File: config.mk
export PLATFORM = sky130hd
export DESIGN_NAME = pcm_col_mapper
export DESIGN_NICKNAME = d
export VERILOG_FILES = /design/src/rtl/pcm_pkg.sv /design/src/rtl/pcm_geometry.sv /design/src/rtl/pcm_divider.sv /design/src/rtl/pcm_place.sv /design/src/rtl/pcm_col_mapper.sv
export SDC_FILE = /design/constraint.sdc
export NUM_CORES = 2
export LEC_CHECK = 0
export BUFFER_PORTS_ARGS = -buffer_cell sky130_fd_sc_hd__clkbuf_2
export CAP_MARGIN = 20
export CORE_MARGIN = 4
export CORE_UTILIZATION = 25
export DETAILED_ROUTE_END_ITERATION = 12
export GPL_TIMING_DRIVEN = 0
export HOLD_SLACK_MARGIN = 0.12
export PLACE_DENSITY = 0.35
export SETUP_SLACK_MARGIN = 0.3
export SKIP_LAST_GASP = 1
export SLEW_MARGIN = 30
export SYNTH_ARGS = -nofsm -noshare
export SYNTH_HDL_FRONTEND = slang
export SYNTH_SLANG_ARGS = --single-unit
export TNS_END_PERCENT = 1
File: constraint.sdc
create_clock -name clk -period 17.3 [get_ports clk]
set_input_delay 1.73 -clock clk [delete_from_list [all_inputs] [get_ports clk]]
set_output_delay 1.73 -clock clk [all_outputs]
set_load 0.005 [all_outputs]
File: src/rtl/pcm_pkg.sv
package pcm_pkg;
  typedef enum logic [1:0] {
    STR_DATA = 2'd0,
    STR_MARK = 2'd1,
    STR_ECC  = 2'd2,
    STR_FREE = 2'd3
  } stream_e;
endpackage

File: src/rtl/pcm_geometry.sv
// Effective page geometry after default-marker and paired-device adjustment,
// plus the length of every logical stream.
module pcm_geometry #(
  parameter int COL_W        = 16,
  parameter int CNT_W        = 5,
  parameter int DEFAULT_SKIP = 8,
  localparam int LW          = COL_W + CNT_W
) (
  input  logic [COL_W-1:0] cfg_main,
  input  logic [COL_W-1:0] cfg_spare,
  input  logic [COL_W-1:0] cfg_step,
  input  logic [COL_W-1:0] cfg_ecc,
  input  logic [CNT_W-1:0] cfg_steps,
  input  logic [COL_W-1:0] cfg_skip,
  input  logic             cfg_pair,
  output logic [LW-1:0]    g_main,
  output logic [LW-1:0]    g_step,
  output logic [LW-1:0]    g_ecc,
  output logic [LW-1:0]    g_skip,
  output logic [LW-1:0]    g_unit,
  output logic [LW-1:0]    len_data,
  output logic [LW-1:0]    len_ecc,
  output logic [LW-1:0]    len_free,
  output logic [LW-1:0]    free_base
);
  logic [LW-1:0] spare_w;
  logic [LW-1:0] skip_raw;
  logic [LW-1:0] gsp;

  always_comb begin
    spare_w  = LW'(cfg_spare);
    skip_raw = (cfg_skip == '0) ? LW'(DEFAULT_SKIP) : LW'(cfg_skip);
    if (cfg_pair) begin
      g_main = LW'(cfg_main) << 1;
      gsp    = spare_w << 1;
      g_step = LW'(cfg_step) << 1;
      g_ecc  = LW'(cfg_ecc) << 1;
      g_skip = skip_raw << 1;
    end else begin
      g_main = LW'(cfg_main);
      gsp    = spare_w;
      g_step = LW'(cfg_step);
      g_ecc  = LW'(cfg_ecc);
      g_skip = skip_raw;
    end
    g_unit    = g_step + g_ecc;
    len_data  = g_step * LW'(cfg_steps);
    len_ecc   = g_ecc * LW'(cfg_steps);
    len_free  = gsp - g_skip - len_ecc;
    free_base = g_main + gsp - len_free;
  end
endmodule

File: src/rtl/pcm_divider.sv
// Single-cycle division of an index by a run length for quotients below
// MAX_STEPS, using a bank of parallel threshold compares.
module pcm_divider #(
  parameter int LW        = 21,
  parameter int MAX_STEPS = 16,
  parameter int CNT_W     = 5
) (
  input  logic [LW-1:0]    idx,
  input  logic [LW-1:0]    len,
  output logic [CNT_W-1:0] quot,
  output logic [LW-1:0]    rem
);
  logic [LW-1:0]        thr [MAX_STEPS];
  logic [MAX_STEPS-1:0] hit;

  assign thr[0] = '0;
  assign hit[0] = 1'b0;

  for (genvar k = 1; k < MAX_STEPS; k++) begin : g_thr
    assign thr[k] = len * LW'(k);
    assign hit[k] = (idx >= thr[k]);
  end

  always_comb begin
    logic [LW-1:0] base;
    quot = '0;
    base = '0;
    for (int k = 1; k < MAX_STEPS; k++) begin
      if (hit[k]) begin
        quot = quot + CNT_W'(1);
        base = thr[k];
      end
    end
    rem = idx - base;
  end
endmodule

File: src/rtl/pcm_place.sv
// Turns a (step, offset) pair or a direct stream offset into a column.
module pcm_place
  import pcm_pkg::*;
#(
  parameter int LW    = 21,
  parameter int CNT_W = 5
) (
  input  stream_e          sel,
  input  logic [CNT_W-1:0] step_q,
  input  logic [LW-1:0]    off,
  input  logic [LW-1:0]    g_main,
  input  logic [LW-1:0]    g_step,
  input  logic [LW-1:0]    g_skip,
  input  logic [LW-1:0]    g_unit,
  input  logic [LW-1:0]    free_base,
  output logic [LW-1:0]    col
);
  logic [LW-1:0] raw;

  always_comb begin
    raw = ((sel == STR_ECC) ? g_step : '0) + LW'(step_q) * g_unit + off;
    unique case (sel)
      STR_MARK: col = g_main + off;
      STR_FREE: col = free_base + off;
      default:  col = (raw >= g_main) ? raw + g_skip : raw;
    endcase
  end
endmodule

File: src/rtl/pcm_col_mapper.sv
module pcm_col_mapper
  import pcm_pkg::*;
#(
  parameter int COL_W        = 16,
  parameter int MAX_STEPS    = 16,
  parameter int DEFAULT_SKIP = 8,
  localparam int CNT_W       = $clog2(MAX_STEPS + 1),
  localparam int LW          = COL_W + CNT_W
) (
  input  logic             clk,
  input  logic             rst_n,
  input  logic [COL_W-1:0] cfg_main,
  input  logic [COL_W-1:0] cfg_spare,
  input  logic [COL_W-1:0] cfg_step,
  input  logic [COL_W-1:0] cfg_ecc,
  input  logic [CNT_W-1:0] cfg_steps,
  input  logic [COL_W-1:0] cfg_skip,
  input  logic             cfg_pair,
  input  logic             in_valid,
  output logic             in_ready,
  input  logic [1:0]       in_sel,
  input  logic [COL_W-1:0] in_index,
  output logic             out_valid,
  input  logic             out_ready,
  output logic [LW-1:0]    out_col,
  output logic             out_oor
);
  logic [LW-1:0] g_main, g_step, g_ecc, g_skip, g_unit;
  logic [LW-1:0] len_data, len_ecc, len_free, free_base;

  pcm_geometry #(.COL_W(COL_W), .CNT_W(CNT_W), .DEFAULT_SKIP(DEFAULT_SKIP)) u_geom (
    .cfg_main(cfg_main), .cfg_spare(cfg_spare), .cfg_step(cfg_step),
    .cfg_ecc(cfg_ecc), .cfg_steps(cfg_steps), .cfg_skip(cfg_skip),
    .cfg_pair(cfg_pair),
    .g_main(g_main), .g_step(g_step), .g_ecc(g_ecc), .g_skip(g_skip),
    .g_unit(g_unit), .len_data(len_data), .len_ecc(len_ecc),
    .len_free(len_free), .free_base(free_base)
  );

  // Whole-pipe advance: every stage moves together or not at all.
  logic adv;
  assign adv      = !out_valid || out_ready;
  assign in_ready = adv;

  // Stage 1: capture request and range check.
  stream_e       in_str;
  logic [LW-1:0] in_idx_w;
  logic          in_oor;
  assign in_str   = stream_e'(in_sel);
  assign in_idx_w = LW'(in_index);

  always_comb begin
    unique case (in_str)
      STR_DATA: in_oor = (in_idx_w >= len_data);
      STR_MARK: in_oor = (in_idx_w >= g_skip);
      STR_ECC:  in_oor = (in_idx_w >= len_ecc);
      default:  in_oor = (in_idx_w >= len_free);
    endcase
  end

  logic          s1_v, s1_oor;
  stream_e       s1_sel;
  logic [LW-1:0] s1_idx;

  // Stage 2: split the index into step number and offset.
  logic [CNT_W-1:0] div_q;
  logic [LW-1:0]    div_r;
  logic [LW-1:0]    s1_len;
  assign s1_len = (s1_sel == STR_ECC) ? g_ecc : g_step;

  pcm_divider #(.LW(LW), .MAX_STEPS(MAX_STEPS), .CNT_W(CNT_W)) u_div (
    .idx(s1_idx), .len(s1_len), .quot(div_q), .rem(div_r)
  );

  logic             s2_v, s2_oor;
  stream_e          s2_sel;
  logic [CNT_W-1:0] s2_q;
  logic [LW-1:0]    s2_off;

  // Stage 3: place in the physical page.
  logic [LW-1:0] place_col;
  pcm_place #(.LW(LW), .CNT_W(CNT_W)) u_place (
    .sel(s2_sel), .step_q(s2_q), .off(s2_off), .g_main(g_main),
    .g_step(g_step), .g_skip(g_skip), .g_unit(g_unit),
    .free_base(free_base), .col(place_col)
  );

  stream_e o_sel;

  always_ff @(posedge clk) begin
    if (!rst_n) begin
      s1_v      <= 1'b0;
      s2_v      <= 1'b0;
      out_valid <= 1'b0;
    end else if (adv) begin
      s1_v      <= in_valid;
      s2_v      <= s1_v;
      out_valid <= s2_v;
    end
  end

  always_ff @(posedge clk) begin
    if (adv) begin
      s1_sel <= in_str;
      s1_idx <= in_idx_w;
      s1_oor <= in_oor;
      s2_sel <= s1_sel;
      s2_oor <= s1_oor;
      if (s1_sel == STR_DATA || s1_sel == STR_ECC) begin
        s2_q   <= div_q;
        s2_off <= div_r;
      end else begin
        s2_q   <= '0;
        s2_off <= s1_idx;
      end
      o_sel   <= s2_sel;
      out_oor <= s2_oor;
      out_col <= s2_oor ? '0 : place_col;
    end
  end

  // a stalled result is held unchanged.
  a_r10_hold: assert property (@(posedge clk) disable iff (!rst_n)
    out_valid && !out_ready |=> out_valid && $stable(out_col) && $stable(out_oor));

  // no acceptance while stalled.
  a_r10_stall: assert property (@(posedge clk) disable iff (!rst_n)
    out_valid && !out_ready |-> !in_ready);

  // out-of-range results carry column zero.
  a_r6_zero_col: assert property (@(posedge clk) disable iff (!rst_n)
    out_valid && out_oor |-> out_col == '0);

  // data and check bytes never land on the marker run.
  a_r3_skip_hole: assert property (@(posedge clk) disable iff (!rst_n)
    out_valid && !out_oor && (o_sel == STR_DATA || o_sel == STR_ECC)
    |-> !(out_col >= g_main && out_col < g_main + g_skip));

  // divider remainder of an in-range data index stays inside one step.
  a_r1_rem_bound: assert property (@(posedge clk) disable iff (!rst_n)
    s1_v && !s1_oor && s1_sel == STR_DATA |-> div_r < g_step);

  // an accepted request enters the first stage on the next edge.
  a_r9_accept: assert property (@(posedge clk) disable iff (!rst_n)
    in_valid && in_ready |=> s1_v);
endmodule

==> results.py <==
metrics = {
    "grt": {
        "grt_pass1_vias": 31963,
        "grt_pass1_wl_um": 220000,
        "antenna_found_initial": 3,
        "grtUsageTotal_pct": 20.1,
        "grt_max_degree": 42,
        "grt.overflow.total": 0,
    },
    "finish": {
        "num-nets-final": 5511,
        "drive_gt1_share_pct": 7.35,
        "syn_to_final_growth_pct": 11.8,
        "final_cell_mix": "ha_1 (652), inv_1 (532), nand2_1 (382)",
        "layout.cells.most_common": "ha_1",
    },
    "critical_path": {
        "end_kind": "flip-flop",
        "slowest_stage": "mux2i_1",
        "start_kind": "input port",
        "cpMostUsedCell": "ha_1",
        "setup.worst_path.class": "input port to flip-flop",
        "slowest_delay_ps": 730,
        "ff2ff_path_depth": 61,
        "cp.depth": 61,
        "arrival_ps": 16200,
        "crit_buf_inv": 11,
        "cp.required_ps": 17380,
        "cp_top_family": "adder cells",
        "cp_max_fo": 10,
    },
    "min_path": {
        "hold_class": "flip-flop to flip-flop",
        "whs_path_depth": 0,
    },
    "cts": {
        "cts_made_buffers": 9,
        "clk_pin_slew_ps": 70,
        "cts_num_sinks": 73,
        "cts_max_level": 3,
        "clkLatencyLatePin_ps": 380,
        "hold_buffers": 0,
        "cts_tree": "built",
        "clk_path_buf_depth": 2,
        "cts_setup_buffers": 0,
        "clock-root-buffer": "clkbuf_16",
        "cts.repair.resized": 0,
    },
    "floorplan": {
        "core-area_um2": 140000,
        "ios": 132,
        "die_y_um": 384,
        "start_util_pct": 25.2,
        "rows": 137,
        "dieArea_um2": 147000,
        "die_x_um": 384,
    },
    "detailed_routing": {
        "avgRoutedWirePerCell_um": 23.8,
        "route.detailed.drc": 0,
        "num_vias": 31769,
        "dr.pass1.iters": 6,
        "wirelength_um": 151000,
        "detail-route-antenna-nets": 0,
        "viasPerCell": 5.02,
        "drt_iter0_markers": 2208,
    },
    "synthesis": {
        "ys_warn_count": 0,
        "synth.avg_cell_area_um2": 8.27,
        "synth_flop_cell": "edfxtp_1",
        "syn_area_um2": 35300,
        "ys_ff_latch": 73,
        "ys_async_sr_fraction_pct": 0,
        "syn_nets": 5333,
        "yosysSeqAreaShare_pct": 6.13,
        "synth.distinct_cells": 111,
        "syn_inst": 4269,
        "synth-edff-count": 70,
    },
    "placed_design": {
        "pre_cts_slack_ps": 539,
        "place_hpwl_um": 130000,
        "port_buffers": 128,
        "place.gp.congestion": 0.933,
    },
    "timing": {
        "rsz0062_at_grt": "false",
        "hold_violations": 0,
        "skew_ps": 15.2,
        "worstMarginPinSlew_ps": 1010,
        "relSlewSlack_pct": 32.1,
        "min_period_over_period_pct": 93.1,
        "setup_ws_ps": 1190,
        "max_freq_ghz": 0.0621,
        "min_period_ps": 16110,
        "slew_viol_final": 0,
        "finalSetupViolCount": 0,
    },
    "job": {
        "maxCapViolCount": 0,
    },
    "run_status": {
        "run_status": "finished, final reports clean",
    },
}
==> synth_stat cells (38+ instances only) <==
cell | instances | area share, %
xor2_1 | 73 | 1.8
o21ai_0 | 224 | 3.2
o21a_1 | 82 | 1.7
a21o_1 | 105 | 2.2
nand3_1 | 70 | 0.99
nor2_1 | 202 | 2.1
nand2b_1 | 56 | 0.99
a211oi_1 | 43 | 0.91
o21bai_1 | 38 | 0.81
mux2i_1 | 81 | 2.3
a21oi_1 | 277 | 3.9
edfxtp_1 | 70 | 6.0
nor2b_1 | 75 | 1.3
xnor2_1 | 173 | 4.3
inv_1 | 539 | 5.7
nand4_1 | 38 | 0.67
fa_1 | 304 | 17
nor3_1 | 58 | 0.82
nand2_1 | 382 | 4.1
clkbuf_1 | 90 | 0.96
ha_1 | 652 | 23
and2_1 | 102 | 1.8
==> kinds of logic (layout without fill, tap and decap cells) <==
group,Yosys count,after routing,synth area share (%)
AO/OA/AOI/OAI,1077,1077,20.0
buffers and inverters,652,835,7.04
XOR/XNOR,260,260,6.89
multiplexers,126,126,3.82
flip-flops,73,73,6.13
AND/OR/NAND/NOR,1124,1124,15.8
other,0,1,0
adder cells (fa/ha/maj),957,957,40.4
==> flip-flops by register name, indices dropped and copies added (netlist names) <==
register and count:
out_oor 1, s2_q 5, out_col 21, s2_off 21
s2_oor 1, s1_idx 16, s2_sel 2, s1_sel 2
s1_v 1, s2_v 1, s1_oor 1, out_valid 1
==> area by class of cell <==
class / instances / area [um2]
fill: 15375 / 100000
inverter: 547 / 2050
multi-input combinational: 3544 / 30900
antenna: 1 / 2.50
clock buffer: 10 / 229
buffer: 105 / 437
sequential: 73 / 2160
timing repair buffer: 167 / 1230
clock inverter: 6 / 113
tap: 1876 / 2350
==> metrics by stage <==
step	instance area (um2)	util [%]	hold slack (ps)	setup TNS (ps)	std cells
after detailed placement	39100	28.0	407	0	6312
after global routing	39500	28.2	421	0	6328
after global placement	38300	27.4	410	-9690	6273
after floorplan	35300	-	400	0	4269
final	39500	28.2	424	0	6329
after CTS	39500	28.2	421	0	6328
==> metal layers <==
metal / wire length, um / GRT usage (%) / part of all wire (%) / vias up
met5: 0 / 0 / 0 / -
met3: 4420 / 1.02 / 2.9 / 158
met1: 65300 / 25.7 / 43 / 15529
met4: 5380 / 6.29 / 3.6 / 0
li1: - / - / - / 15364
met2: 75500 / 36.4 / 50 / 718
==> path summary, 6_finish.rpt <==
check / from / end / slack (ps)
setup / recovery: cfg_pair / s2_q[2] / 1190
hold / removal: s1_oor / s2_oor / 420
setup reg to reg: s1_sel[0] / s2_q[2] / 2640
hold reg to reg: s1_oor / s2_oor / 420
Power is left out: the tool's default activity adds up to more than one toggle a clock period on the data nets, which glitch-free logic cannot reach.
